[config.mk]
export PLATFORM = sky130hd
export DESIGN_NAME = irq_hier_ctrl
export DESIGN_NICKNAME = d
export VERILOG_FILES = /design/src/rtl/irq_hier_pkg.sv /design/src/rtl/irq_src_bank.sv /design/src/rtl/irq_blk_sum.sv /design/src/rtl/irq_hier_ctrl.sv
export SDC_FILE = /design/constraint.sdc
export NUM_CORES = 1
export LEC_CHECK = 0
export BUFFER_PORTS_ARGS = -buffer_cell sky130_fd_sc_hd__buf_2
export CAP_MARGIN = 20
export CORE_UTILIZATION = 55
export DETAILED_ROUTE_END_ITERATION = 10
export GPL_TIMING_DRIVEN = 0
export PLACE_DENSITY_LB_ADDON = 0.3
export SETUP_SLACK_MARGIN = 0.15
export SKIP_LAST_GASP = 1
export SYNTH_ARGS = -nofsm -noshare
export SYNTH_HDL_FRONTEND = slang
export SYNTH_SLANG_ARGS = --single-unit
[constraint.sdc]
create_clock -name clk -period 2.4 [get_ports clk]
set_clock_uncertainty 0.05 [all_clocks]
set_input_delay 0.48 -clock clk [delete_from_list [all_inputs] [get_ports clk]]
set_output_delay 0.48 -clock clk [all_outputs]
set_load 0.01 [all_outputs]
[src/rtl/irq_hier_pkg.sv]
package irq_hier_pkg;

  localparam int BYTE_W = 8;

  // Bit positions within the block status and block enable bytes.
  localparam int SEC_BIT_POS = 0;
  localparam int TX_BIT_POS  = 1;
  localparam int RX_BIT_POS  = 7;

  // Next value of a sticky status byte: clear-on-read first, new pulses win.
  function automatic logic [BYTE_W-1:0] sticky_next(
    input logic [BYTE_W-1:0] cur,
    input logic [BYTE_W-1:0] evt,
    input logic              clr
  );
    return (clr ? '0 : cur) | evt;
  endfunction

  // Compose the block summary byte from the three section flags.
  function automatic logic [BYTE_W-1:0] block_byte(
    input logic rx_p,
    input logic tx_p,
    input logic sec_p
  );
    logic [BYTE_W-1:0] b;
    b = '0;
    b[RX_BIT_POS]  = rx_p;
    b[TX_BIT_POS]  = tx_p;
    b[SEC_BIT_POS] = sec_p;
    return b;
  endfunction

  // Mask of implemented block bits.
  function automatic logic [BYTE_W-1:0] block_mask();
    return block_byte(1'b1, 1'b1, 1'b1);
  endfunction

endpackage

[src/rtl/irq_src_bank.sv]
module irq_src_bank
  import irq_hier_pkg::*;
#(
  parameter int              W       = 8,
  parameter int              DW      = 8,
  parameter int              AW      = 8,
  parameter logic [AW-1:0]   EN_ADDR = '0,
  parameter logic [AW-1:0]   ST_ADDR = '1
) (
  input  logic          clk,
  input  logic          rst_n,
  input  logic          wr_en,
  input  logic          rd_en,
  input  logic [AW-1:0] addr,
  input  logic [W-1:0]  wdata,
  input  logic [W-1:0]  evt,
  output logic          pend,
  output logic          clr_hit,
  output logic [W-1:0]  st_q,
  output logic [DW-1:0] rd_val
);

  localparam int PADW = BYTE_W - W;

  logic [W-1:0] en_q;
  logic         en_hit;
  logic [BYTE_W-1:0] st_next;

  assign en_hit  = wr_en && (addr == EN_ADDR);
  assign clr_hit = rd_en && (addr == ST_ADDR);

  generate
    if (PADW > 0) begin : g_pad
      logic [BYTE_W-1:0] nx_full;
      assign nx_full = sticky_next({{PADW{1'b0}}, st_q}, {{PADW{1'b0}}, evt}, clr_hit);
      assign st_next = nx_full;
    end else begin : g_full
      assign st_next = sticky_next(st_q, evt, clr_hit);
    end
  endgenerate

  always_ff @(posedge clk or negedge rst_n) begin
    if (!rst_n) begin
      en_q <= '0;
      st_q <= '0;
    end else begin
      if (en_hit) en_q <= wdata;
      st_q <= st_next[W-1:0];
    end
  end

  assign pend = |(st_q & en_q);

  always_comb begin
    rd_val = '0;
    if (addr == EN_ADDR)      rd_val[W-1:0] = en_q;
    else if (addr == ST_ADDR) rd_val[W-1:0] = st_q;
  end

endmodule

[src/rtl/irq_blk_sum.sv]
module irq_blk_sum
  import irq_hier_pkg::*;
#(
  parameter int            DW      = 8,
  parameter int            AW      = 8,
  parameter logic [AW-1:0] EN_ADDR = 8'h04,
  parameter logic [AW-1:0] ST_ADDR = 8'h05
) (
  input  logic          clk,
  input  logic          rst_n,
  input  logic          wr_en,
  input  logic [AW-1:0] addr,
  input  logic [DW-1:0] wdata,
  input  logic          rx_pend,
  input  logic          tx_pend,
  input  logic          sec_pend,
  output logic [DW-1:0] blk_st,
  output logic [DW-1:0] blk_en,
  output logic          irq_n,
  output logic [DW-1:0] rd_val
);

  logic req_now;

  assign blk_st  = block_byte(rx_pend, tx_pend, sec_pend);
  assign req_now = |(blk_st & blk_en);

  always_ff @(posedge clk or negedge rst_n) begin
    if (!rst_n) begin
      blk_en <= '0;
      irq_n  <= 1'b1;
    end else begin
      if (wr_en && (addr == EN_ADDR)) blk_en <= wdata & block_mask();
      irq_n <= ~req_now;
    end
  end

  always_comb begin
    rd_val = '0;
    if (addr == EN_ADDR)      rd_val = blk_en;
    else if (addr == ST_ADDR) rd_val = blk_st;
  end

endmodule

[src/rtl/irq_hier_ctrl.sv]
module irq_hier_ctrl
  import irq_hier_pkg::*;
#(
  parameter int            DW         = 8,
  parameter int            AW         = 8,
  parameter int            RX_REGS    = 2,
  parameter int            TX_W       = 8,
  parameter logic [AW-1:0] A_BLK_EN   = 8'h04,
  parameter logic [AW-1:0] A_BLK_ST   = 8'h05,
  parameter logic [AW-1:0] A_RX_EN0   = 8'h12,
  parameter logic [AW-1:0] A_RX_ST0   = 8'h14,
  parameter logic [AW-1:0] A_TX_EN    = 8'h28,
  parameter logic [AW-1:0] A_TX_ST    = 8'h29,
  parameter logic [AW-1:0] A_SEC_EN   = 8'h0A,
  parameter logic [AW-1:0] A_SEC_ST   = 8'h0B
) (
  input  logic                  clk,
  input  logic                  rst_n,
  input  logic                  bus_wr,
  input  logic                  bus_rd,
  input  logic [AW-1:0]         bus_addr,
  input  logic [DW-1:0]         bus_wdata,
  output logic [DW-1:0]         bus_rdata,
  input  logic [RX_REGS*DW-1:0] rx_evt,
  input  logic [TX_W-1:0]       tx_evt,
  input  logic                  sec_evt,
  output logic                  irq_n
);

  localparam int N_SRC = RX_REGS + 3;
  localparam int I_TX  = RX_REGS;
  localparam int I_SEC = RX_REGS + 1;
  localparam int I_BLK = RX_REGS + 2;

  logic [DW-1:0]      rd_vals [N_SRC];
  logic [RX_REGS-1:0] rx_pend_v;
  logic               rx_pend, tx_pend, sec_pend;
  logic [DW-1:0]      rd_mux;

  // Named internal events, visible to the bound checker.
  logic [TX_W-1:0]    tx_st_w;
  logic               tx_clr_w;
  logic [DW-1:0]      blk_st_w, blk_en_w;
  logic               sec_st_w, sec_clr_w;
  logic [RX_REGS-1:0] rx_clr_v;

  generate
    for (genvar gi = 0; gi < RX_REGS; gi++) begin : g_rx
      logic [DW-1:0] st_unused;
      irq_src_bank #(
        .W(DW), .DW(DW), .AW(AW),
        .EN_ADDR(AW'(A_RX_EN0 + gi)),
        .ST_ADDR(AW'(A_RX_ST0 + gi))
      ) u_bank (
        .clk(clk), .rst_n(rst_n),
        .wr_en(bus_wr), .rd_en(bus_rd), .addr(bus_addr),
        .wdata(bus_wdata),
        .evt(rx_evt[gi*DW +: DW]),
        .pend(rx_pend_v[gi]),
        .clr_hit(rx_clr_v[gi]),
        .st_q(st_unused),
        .rd_val(rd_vals[gi])
      );
    end
  endgenerate

  assign rx_pend = |rx_pend_v;

  irq_src_bank #(
    .W(TX_W), .DW(DW), .AW(AW), .EN_ADDR(A_TX_EN), .ST_ADDR(A_TX_ST)
  ) u_tx (
    .clk(clk), .rst_n(rst_n),
    .wr_en(bus_wr), .rd_en(bus_rd), .addr(bus_addr),
    .wdata(bus_wdata[TX_W-1:0]),
    .evt(tx_evt),
    .pend(tx_pend),
    .clr_hit(tx_clr_w),
    .st_q(tx_st_w),
    .rd_val(rd_vals[I_TX])
  );

  irq_src_bank #(
    .W(1), .DW(DW), .AW(AW), .EN_ADDR(A_SEC_EN), .ST_ADDR(A_SEC_ST)
  ) u_sec (
    .clk(clk), .rst_n(rst_n),
    .wr_en(bus_wr), .rd_en(bus_rd), .addr(bus_addr),
    .wdata(bus_wdata[0]),
    .evt(sec_evt),
    .pend(sec_pend),
    .clr_hit(sec_clr_w),
    .st_q(sec_st_w),
    .rd_val(rd_vals[I_SEC])
  );

  irq_blk_sum #(
    .DW(DW), .AW(AW), .EN_ADDR(A_BLK_EN), .ST_ADDR(A_BLK_ST)
  ) u_blk (
    .clk(clk), .rst_n(rst_n),
    .wr_en(bus_wr), .addr(bus_addr), .wdata(bus_wdata),
    .rx_pend(rx_pend), .tx_pend(tx_pend), .sec_pend(sec_pend),
    .blk_st(blk_st_w), .blk_en(blk_en_w),
    .irq_n(irq_n),
    .rd_val(rd_vals[I_BLK])
  );

  // Unmapped addresses contribute nothing, so the OR yields 0x00.
  always_comb begin
    rd_mux = '0;
    for (int i = 0; i < N_SRC; i++) rd_mux = rd_mux | rd_vals[i];
  end

  always_ff @(posedge clk or negedge rst_n) begin
    if (!rst_n)      bus_rdata <= '0;
    else if (bus_rd) bus_rdata <= rd_mux;
  end

endmodule

# Yosys cells after proc, flatten, opt, wreduce, memory -nomap -nowiden
# Cells that the tools add are included.
dict set report word_totals {
  n_memories 0
  inputBits 45
  register_bits 62
  output_inout_bits 9
  ramBits 0
  latchBits 0
  rom_bits 0
}
dict set report classes {
  reduce_logical 12
  div_mod_pow 0
  shifts 0
  n_mul 0
  mux 14
  n_addsub 0
  n_bitwise 14
  n_lt_le_gt_ge 0
  eq_ne 10
}
# operator count
set ops {}
lappend ops {{2-to-1 mux 8 bit} 11}
lappend ops {{bitwise OR 8 bit} 6}
lappend ops {{bitwise AND 8 bit} 4}
lappend ops {{== test 8 x 5 -> 1 bit, second input constant} 4}
lappend ops {{== test 8 x 3 -> 1 bit, second input constant} 2}
lappend ops {{== test 8 x 4 -> 1 bit, second input constant} 2}
lappend ops {{== test 8 x 6 -> 1 bit, second input constant} 2}
lappend ops {{OR reduction 16 bit} 1}
lappend ops {{OR reduction 8 bit} 2}
lappend ops {{logical AND 1 bit} 9}
lappend ops {{bitwise OR 8 x 1 -> 8 bit} 1}
lappend ops {{2-to-1 mux 1 bit} 3}
lappend ops {{bitwise AND 1 bit} 1}
lappend ops {{inverter 1 bit} 1}
lappend ops {{bitwise OR 1 bit} 1}

# Depth between registers and ports, before layout
# Gate-level depths: netlist of run 1.
dict set report depth {
  ltp_word 7
  depth_mapped 6
}

# By module
# A second synthesis of run 1 with hierarchy kept.
dict set report unflattened {
  cells_unflattened 290
  area_unflattened_um2 3343.2
}
# module cells_per_inst seq_area_each_um2 area_each_um2 instances
set by_module_without_submodules {}
lappend by_module_without_submodules {{irq_src_bank (g_rx[0].u_bank)} 63 400.4 790.8 1}
lappend by_module_without_submodules {{irq_src_bank (g_rx[1].u_bank)} 66 400.4 789.5 1}
lappend by_module_without_submodules {{irq_src_bank (u_tx)} 60 400.4 782.0 1}
lappend by_module_without_submodules {irq_hier_ctrl 43 200.2 405.4 1}
lappend by_module_without_submodules {irq_blk_sum 37 101.3 372.9 1}
lappend by_module_without_submodules {{irq_src_bank (u_sec)} 21 50.0 202.7 1}

# Worst setup path before layout of run 1
# OpenSTA, ideal clock, no wires.
dict set report synth_path {
  kind {input-to-reg}
  from {input bus_addr[5]}
  to {register g_rx[1].u_bank.en_q[0]}
  cell_stages 6
  arrival_time_ns 1.940
  setup_slack_ns 0.283
  setup_ns 0.127
  path_cell_list {or4b_1 > buf_4 > nor2_8 > and3_1 > buf_4 > mux2_1}
}
dict set report synth_between {
  elab_chain_len 2
}
# element line_no
set synth_rtl {}
lappend synth_rtl {{from (decl)} irq_hier_ctrl.sv:21} ;# input logic [AW-1:0] bus_addr,
lappend synth_rtl {{== test 8 x 5 -> 1 bit} irq_src_bank.sv:29} ;# assign en_hit = wr_en && (addr == EN_ADDR);
lappend synth_rtl {{logical AND 1 bit} irq_src_bank.sv:29}
lappend synth_rtl {{to (signal assigned)} irq_src_bank.sv:47} ;# if (en_hit) en_q <= wdata;
lappend synth_rtl {{to (decl)} irq_src_bank.sv:25} ;# logic [W-1:0] en_q;
# Every way passes these cells.
# A chain may end at the register's enable or synchronous reset.

# Worst setup path after layout of run 1
dict set report layout_path {
  from {input bus_addr[5]}
  to {register g_rx[1].u_bank.en_q[6]}
}
# Same word-level chain as after synthesis.

==> results of run 1 <==
placed cells by master (no fill, tap or decap), types with 2 or more instances in the layout:
| master | count |
|---|---|
| clkbuf_8 | 11 |
| nor2b_1 | 2 |
| a22oi_1 | 14 |
| mux2_2 | 22 |
| mux2_1 | 15 |
| or3_1 | 2 |
| a21oi_1 | 3 |
| nor3_1 | 4 |
| mux2i_1 | 5 |
| a32oi_1 | 2 |
| nor2_1 | 11 |
| nand2_2 | 3 |
| buf_2 | 53 |
| a22o_1 | 4 |
| nor4_1 | 6 |
| clkbuf_1 | 9 |
| a221oi_1 | 4 |
| a21o_1 | 25 |
| nand2_1 | 9 |
| nand2b_1 | 4 |
| inv_1 | 4 |
| a41oi_1 | 6 |
| nand3b_1 | 2 |
| dfrtp_1 | 61 |
| buf_4 | 2 |
| nand3_1 | 3 |
sequential cells by signal (all words and copies together) (netlist names):
| register | cells |
|---|---|
| u_blk.blk_en | 3 |
| u_tx.st_q | 8 |
| u_tx.en_q | 8 |
| u_sec.en_q | 1 |
| u_sec.st_q | 1 |
| g_rx.u_bank.en_q | 16 |
| u_blk.irq_n | 1 |
| bus_rdata | 8 |
| g_rx.u_bank.st_q | 16 |
per-layer routing:
layer | GRT usage, % | share of wire, % | wire [µm]
met5 | 0 | 0 | 0
met4 | 13.79 | 2.4 | 172
met3 | 9.237 | 7.3 | 535
met2 | 42.94 | 48 | 3510
met1 | 38.78 | 42 | 3094
critical path, delay by kind of cell:
kind / cells / cell delay [ns]
and+or+nand+nor: 3 / 0.92
buffers and inverters: 3 / 0.50
muxes: 1 / 0.34
report_power, final:
group          leakage, nW  internal, mW  switching [mW]
registers            0.715          1.08          0.0266
logic                0.703        0.0997           0.120
clock network       0.0865         0.425           0.374
worst paths after layout:
path,from,to,slack [ns],cells after the start
setup / recovery,bus_addr[5],g_rx[1].u_bank.en_q[6],0.31,7
hold / removal,rst_n,u_tx.st_q[1],0.09,1
setup reg to reg,g_rx[0].u_bank.st_q[5],bus_rdata[7],0.87,4
hold reg to reg,g_rx[1].u_bank.en_q[3],g_rx[1].u_bank.en_q[3],0.46,1
max in group asynchronous,rst_n,g_rx[0].u_bank.en_q[6],1.59,2
min in group clk,tx_evt[6],u_tx.st_q[6],0.26,2
per-stage QoR:
step           area (µm²)  total power, mW  hold WS [ns]  setup WS (ns)
6_report             3486            2.125       0.09062         0.3148
5_1_grt              3486            2.215        0.1253         0.2776
4_1_cts              3486            2.143       0.09765         0.3343
3_5_place_dp         3318            1.343        0.4504       0.009569
3_3_place_gp         3298            1.334        0.4438        0.03040
2_1_floorplan        2945            1.226        0.1344         0.2828
layout make-up:
type / count / area [µm²]
Fill cell: 432 / 1654
Inverter: 4 / 15.01
Timing Repair Buffer: 54 / 285.3
Buffer: 8 / 37.54
Sequential cell: 62 / 1553
Multi-Input combinational cell: 166 / 1340
Tap cell: 70 / 87.58
Clock buffer: 14 / 162.7
Clock inverter: 1 / 5.005
cell families after synthesis:
family | after synthesis
AOI/OAI and AO/OA | 65
DFF | 62
and+or+nand+nor | 59
muxes | 42
buffers and inverters | 12
==> out/summary.txt, run 1 <==
Antenna diodes - 0
Ranking of synthesized cells by area - dfrtp_1 (52%), mux2_2 (8.4%), a21o_1 (6.4%), mux2_1 (5.7%), a22oi_1 (3.6%)
Final Hold Viols - 0
Crit share post-route - 86.88%
Largest net degree at the start of global routing - 39
Vias - 2323
Fin nets - 350
Die X - 75.18 µm
Layout overhead on the synthesized area - 18.35%
DRC violations left - 0
Clock Tree Root - clkbuf_8
Pre-Repair DR Iteration Count - 4
Wire length per cell - 19.29 µm
CTS tree - yes
CP required - 2.56 ns
Synthesized net count - 285
First DRT Iteration DRCs - 250
Longest Clk Path Bufs - 2
CTS HTree Levels - 3
Adder-Cell Fraction of Synth Area - 0%
Clk slew on worst S/H paths - 0.07 ns
Compound-gate portion of the synthesized area - 16.91%
Synth Flop Type - dfrtp_1
Yosys reg bits - 62
Simple-gate share of the synthesized area - 12.74%
Worst-skew pair later-pin latency - 0.34 ns
Power density over the cells - 609.7 nW/µm²
Critical Path Start Type - input pin
Max FO, Critical Path - 9
Mapped Avg Cell Area - 12.27 µm²
Maximum vdd drop - 0.4013 mV
Post-synthesis mux area share - 15.85%
Min Tclk post-route - 2.085 ns
Die Ht - 75.18 µm
Layout Cells excl Fill - 379
Critical path cell sequence - buf_2 -> or4b_1 -> buf_4 -> nor2_8 -> and3_1 -> buf_4 -> mux2_1
GRT overflow - 0
Vias in the first global route - 2203
Leak - 1.505 nW
Post-Place Cells - 364
Crit end category - register
RSZ-0062 raised after global routing - no
Vias per Instance - 6.129
Worst Hold Class - in -> async
Synth area leader - dfrtp_1
Dpl hpwl - 5296 µm
Netlist cell types - 45
Slew Limit Fails - 0
Layout cell share with drive strength beyond 1 - 32.36%
Initial Util - 57.30%
Global-route wire length before repair - 11210 µm
TNS Setup - 0 ns
Util after Layout - 67.82%
CP peak stage delay - 0.52 ns
YS warnings - 0
Cts hold-fix bufs - 0
Post-Synth XOR/XNOR Area - 0%
Outcome - complete, no violations
Sequential area share after synthesis - 52.72%
Slew HR - 59.19%
Async set or reset register ratio after synthesis - 100.0%
Number of buffers created by CTS - 9
Initial antenna violation count - 0
Most frequent cell after synthesis - dfrtp_1
Post-CTS Setup Inserts - 0
Synth Cell Area - 2945 µm²
Main combinational cell family by area after synthesis - compound AO/OA/AOI/OAI gates
CP max stage cell - or4b_1
GRT Util Overall - 28.90%
Gpl congestion - 0.8599
Die ar. - 5652 µm²
Worst Path Arrival - 2.25 ns
Quantity of gates resized following cts - 0
Post-synth EDFFs - 0
Slew @ Worst Pin - 0.6121 ns
Max Freq - 0.4796 GHz
Ports - 54
Final setup viols - 0
Crit-path most repeated cell - buf_4
Commonest cells in the netlist - dfrtp_1 (61), a21o_1 (25), mux2_2 (22)
Cells after synthesis - 240
CP Class - in -> reg
ANT nets after route - 0
Core area - 5140 µm²
# port buffers - 53
Final WL - 7312 µm
Top-area cell type share of the netlist area - 51.83%
Row count - 26
Clock Sinks - 62
Max cap viols - 0
Power figures use the tool's default switching activity.
==> run 2: changes to the inputs <==
Settings changed: BUFFER_PORTS_ARGS -buffer_cell sky130_fd_sc_hd__buf_2 to not set, DONT_BUFFER_PORTS set to 1.
==> run 2 against run 1 <==
Fmax is 7.3% higher. Worst setup slack better by 0.14 ns. Via count is 7.8% lower. Critical path type unchanged.
==> out/summary.txt, run 2 (same netlist as run 1, synthesis figures left out) <==
Clock power frac - 39.8%
CP max stage cell - or4b_1
Crit. Startpoint - bus_addr[5]
Critical path's top delay family - simple AND/OR/NAND/NOR gates
DRC violations left - 0
CTS tree - yes
Worst Hold Class - in -> reg
Gpl congestion - 0.8195
Worst Path Arrival - 2.10 ns
Cts hold-fix bufs - 2
Cell Int Power - 1.607 mW
Row count - 26
Pre-Repair DR Iteration Count - 5
Die X - 75.18 µm
Final Hold Viols - 0
Initial Util - 57.30%
Maximum vdd drop - 0.3768 mV
Crit path depth - 6
Top Registers - g_rx.u_bank.en_q x16, g_rx.u_bank.st_q x16
Antenna diodes - 0
Switching share of power - 23.94%
R2r endpoint - bus_rdata[7]
GRT overflow - 0
Vias in the first global route - 2081
Max Freq - 0.5145 GHz
Crit end category - register
Leak - 1.310 nW
RSZ-0062 raised after global routing - no
Number of buffers created by CTS - 9
Layout overhead on the synthesized area - 10.58%
Busiest grt layer - met2
First DRT Iteration DRCs - 201
Comb pwr share - 7.5%
Critical Path Start Type - input pin
Met2 Use GR - 41.74%
Longest Clk Path Bufs - 2
Layout cell share with drive strength beyond 1 - 19.38%
Power density over the cells - 648.7 nW/µm²
Quantity of gates resized following cts - 0
Vias - 2141
Util after Layout - 63.36%
Fillers - 417
M1 GR Usage - 37.12%
ANT nets after route - 0
Final setup viols - 0
Max cap viols - 0
Met3 usage - 6.560%
Slew HR - 59.82%
Initial antenna violation count - 0
Worst-skew pair later-pin latency - 0.33 ns
CTS HTree Levels - 3
Critical path cell sequence - or4b_1 -> buf_4 -> nor2_8 -> and3_1 -> buf_4 -> mux2_1
Outcome - complete, no violations
Clock Sinks - 62
Die Ht - 75.18 µm
Commonest non-fill, non-tap cell in the layout - dfrtp_1
Final WL - 7060 µm
Clock Tree Root - clkbuf_8
Worst reg2reg path startpoint - g_rx[0].u_bank.en_q[6]
Slew @ Worst Pin - 0.6028 ns
Global-route wire length before repair - 10700 µm
Min Tclk post-route - 1.944 ns
Vias per Instance - 6.527
Crit share post-route - 80.98%
WP buf/inv - 2
Max FO, Critical Path - 9
CP endpoint - g_rx[1].u_bank.en_q[4]
Post-CTS Setup Inserts - 0
Crit-path most repeated cell - buf_4
Dpl hpwl - 5021 µm
Most frequent cells in the layout - dfrtp_1 (61), a21o_1 (25), mux2_2 (22)
Net Sw Power - 0.5058 mW
Seq pwr share - 52.7%
TNS Setup - 0 ns
Wire length per cell - 21.52 µm
Die ar. - 5652 µm²
CP peak stage delay - 0.51 ns
Largest net degree at the start of global routing - 63
Ports - 54
CP Class - in -> reg
CP required - 2.56 ns
FF-to-FF setup slack - 0.91 ns
FF-to-FF path depth - 4
Core area - 5140 µm²
Fin nets - 298
GRT Util Overall - 27.41%
Clk slew on worst S/H paths - 0.07 ns
# port buffers - 0
Slew Limit Fails - 0
run 2: cell types whose count changed in the layout (fill, tap and decap cells not counted), sizes merged:
cell         delta
buf            -53
clkbuf          -1
clkinv          +1
clkinvlp        +1
dlygate4sd3     +1
run 2: stage by stage:
step                      area [µm²]  instances  hold WS, ns  setup WS, ns  total power, mW
after floorplan                 2945        240       0.1344        0.2828            1.226
after global routing            3257        328       0.1636        0.4230            2.190
after detailed placement        3033        310       0.1358        0.1243            1.261
after CTS                       3257        328       0.1687        0.4693            2.128
after global placement          3033        310       0.1357        0.1457            1.258
final                           3257        328       0.1826        0.4564            2.113
run 2: worst min-delay path by stage:
stage / startpoint / end / slack, ns / cells past startpoint
floorplan: rst_n / bus_rdata[0] / 0.13 / 0
global placement: rst_n / u_tx.st_q[7] / 0.14 / 0
detailed placement: rst_n / u_tx.st_q[1] / 0.14 / 0
CTS: tx_evt[7] / u_tx.st_q[7] / 0.17 / 1
global route: rx_evt[9] / g_rx[1].u_bank.st_q[1] / 0.16 / 1
finish: tx_evt[7] / u_tx.st_q[7] / 0.18 / 1
run 2: final cells by class:
class,instances,area (µm²),share of cell area [%]
buffer,8,37.54,1.153
clock buffer,13,168.9,5.186
clock inverter,3,17.52,0.5378
inverter,4,15.01,0.4610
multi-input combinational,166,1340,41.15
sequential,62,1553,47.68
tap,70,87.58,2.689
timing repair buffer,2,37.54,1.153
run 2: worst reg2reg max path: cells and delay by family, from the launching register on:
family | cells | cell delay (ns)
flip-flops | 1 | 0.40
AND/OR/NAND/NOR | 1 | 0.33
AO/OA/AOI/OAI | 3 | 0.59
run 2: layer usage:
metal  up-vias  share of wire, %
met1      1067                42
met5         -                 0
li1        954                 -
met3        17               8.8
met4         0               2.3
met2       103                47
run 2: power by group through the flow:
stage               Combinational, mW  Clock [mW]  Sequential [mW]
floorplan                       0.104           0             1.12
global placement                0.127           0             1.13
detailed placement              0.129           0             1.13
CTS                             0.157       0.858             1.11
global route                    0.172       0.902             1.12
finish                          0.158       0.842             1.11
==> run 3: changes to the inputs <==
Clock period 2.4 ns to 1.9 ns, I/O delays scaled along.
==> run 3 against run 2 <==
The flow now finishes with violations (negative hold slack). Via count grew 0.75%. Flip-flop and latch count is the same. Cell count grew 1.5%. Clock power grew 37%. Worst hold slack lost 0.50 ns. Total power grew 29%. Largest power group unchanged. Sequential share of layout area shrank 1.0 points.
==> out/summary.txt, run 3 (same netlist as run 1, synthesis figures left out) <==
Worst-skew pair later-pin latency - 0.34 ns
Gpl congestion - 0.8831
Vias in the first global route - 2120
Worst Hold Class - in -> async
First DRT Iteration DRCs - 222
Final Hold Viols - 62
Global-route wire length before repair - 10880 µm
Largest net degree at the start of global routing - 63
Clock Tree Root - clkbuf_8
Power density over the cells - 821.6 nW/µm²
Met3 usage - 8.300%
Min Tclk post-route - 1.777 ns
Final setup viols - 0
Busiest grt layer - met2
ANT nets after route - 0
Final WL - 7236 µm
Max FO, Critical Path - 5
R2r endpoint - bus_rdata[7]
Max Freq - 0.5628 GHz
M1 GR Usage - 37.79%
GRT overflow - 0
CP Class - in -> reg
Commonest non-fill, non-tap cell in the layout - dfrtp_1
Ports - 54
Top Registers - g_rx.u_bank.en_q x16, g_rx.u_bank.st_q x16
Slew HR - 58.44%
Design Area, Final - 3328 µm²
TNS Setup - 0 ns
Critical path cell sequence - or4b_4 -> buf_8 -> nor4_4 -> buf_4 -> a22oi_1 -> a41oi_1
Leak - 1.353 nW
Clk slew on worst S/H paths - 0.07 ns
# port buffers - 0
Slew @ Worst Pin - 0.6234 ns
Worst Path Arrival - 1.97 ns
Pre-Repair DR Iteration Count - 4
CP required - 2.09 ns
RSZ-0062 raised after global routing - yes
Critical Path Start Type - input pin
Longest Clk Path Bufs - 2
Crit end category - register
Crit share post-route - 93.52%
FF-to-FF setup slack - 0.39 ns
Die Ht - 75.18 µm
Max cap viols - 0
CP peak stage delay - 0.53 ns
Row count - 26
Core area - 5140 µm²
Most frequent cells in the layout - dfrtp_1 (61), a21o_1 (25), mux2_2 (22)
Maximum vdd drop - 0.6633 mV
Layout cell share with drive strength beyond 1 - 23.19%
Setup ws final - 0.1231 ns
FF-to-FF path depth - 4
Fin nets - 303
Final hold slack - -0.3180 ns
CTS HTree Levels - 3
Outcome - finished with violations
Slew Limit Fails - 0
Worst reg2reg path startpoint - g_rx[0].u_bank.en_q[5]
DRC violations left - 0
Pre-CTS WS - -0.2038 ns
Vias - 2157
CTS tree - yes
Wire length per cell - 21.73 µm
Die X - 75.18 µm
Clock Sinks - 62
GRT Util Overall - 28.02%
Die ar. - 5652 µm²
Layout overhead on the synthesized area - 13.00%
Vias per Instance - 6.477
Met2 Use GR - 40.94%
Antenna diodes - 0
Initial antenna violation count - 0
Number of buffers created by CTS - 9
Failing checks - negative hold slack
Area after DPL - 3060 µm²
Pwr Total - 2.734 mW
Initial Util - 57.30%
Dpl hpwl - 5112 µm
CP max stage cell - or4b_4
[run 3: cell count changes in the layout (fill, tap and decap cells not counted), sizes merged]
| cell | before | now |
|---|---|---|
| buf | 3 | 9 |
| clkbuf | 19 | 20 |
| clkinv | 2 | 1 |
| dlygate4sd3 | 1 | 0 |
[run 3: per-layer routing]
layer  wire (µm)  vias up
met5           0        -
met4         161        0
met1        3133     1076
met3         657       16
met2        3283      111
li1            -      954
[run 3: how the worst max path moves through the flow]
stage	start	endpoint
5_1_grt	bus_addr[5]	bus_rdata[2]
2_1_floorplan	bus_addr[5]	g_rx[1].u_bank.en_q[0]
6_report	bus_addr[5]	bus_rdata[3]
4_1_cts	bus_addr[5]	g_rx[0].u_bank.st_q[2]
3_5_place_dp	bus_addr[5]	g_rx[1].u_bank.en_q[7]
3_3_place_gp	bus_addr[5]	g_rx[1].u_bank.en_q[4]
[run 3: through the flow]
step,utilization [%],std cells
floorplan,-,240
global placement,59.54,310
detailed placement,59.54,310
CTS,63.97,329
global route,64.75,333
finish,64.75,333
[run 3: cell type report]
class	count	area [µm²]
plain buffers	8	48.80
clock buffers	14	192.7
clock inverters	2	12.51
fillers	423	1812
inverters	4	15.01
multi-input cells	166	1366
flip-flops and latches	62	1553
well taps	70	87.58
repair buffers	7	52.55
[run 3: power by group]
group          internal, mW  switching (mW)
clock                 0.650           0.504
combinational        0.0854          0.0887
sequential             1.36          0.0418
total                  2.10           0.634
[run 3: timing repair]
item / 4_1_cts / 5_1_grt
hold endpoints to repair: 62 / 62
setup buffers: 3 / 4
pin swaps: 1 / 9
resized for setup: 0 / 2
setup endpoints to repair: 4 / 16
[run 3: critical path, delay by kind of cell]
| kind | cells | cell delay, ns |
|---|---|---|
| simple gates | 2 | 0.94 |
| buf+inv | 2 | 0.35 |
| compound gates | 2 | 0.30 |
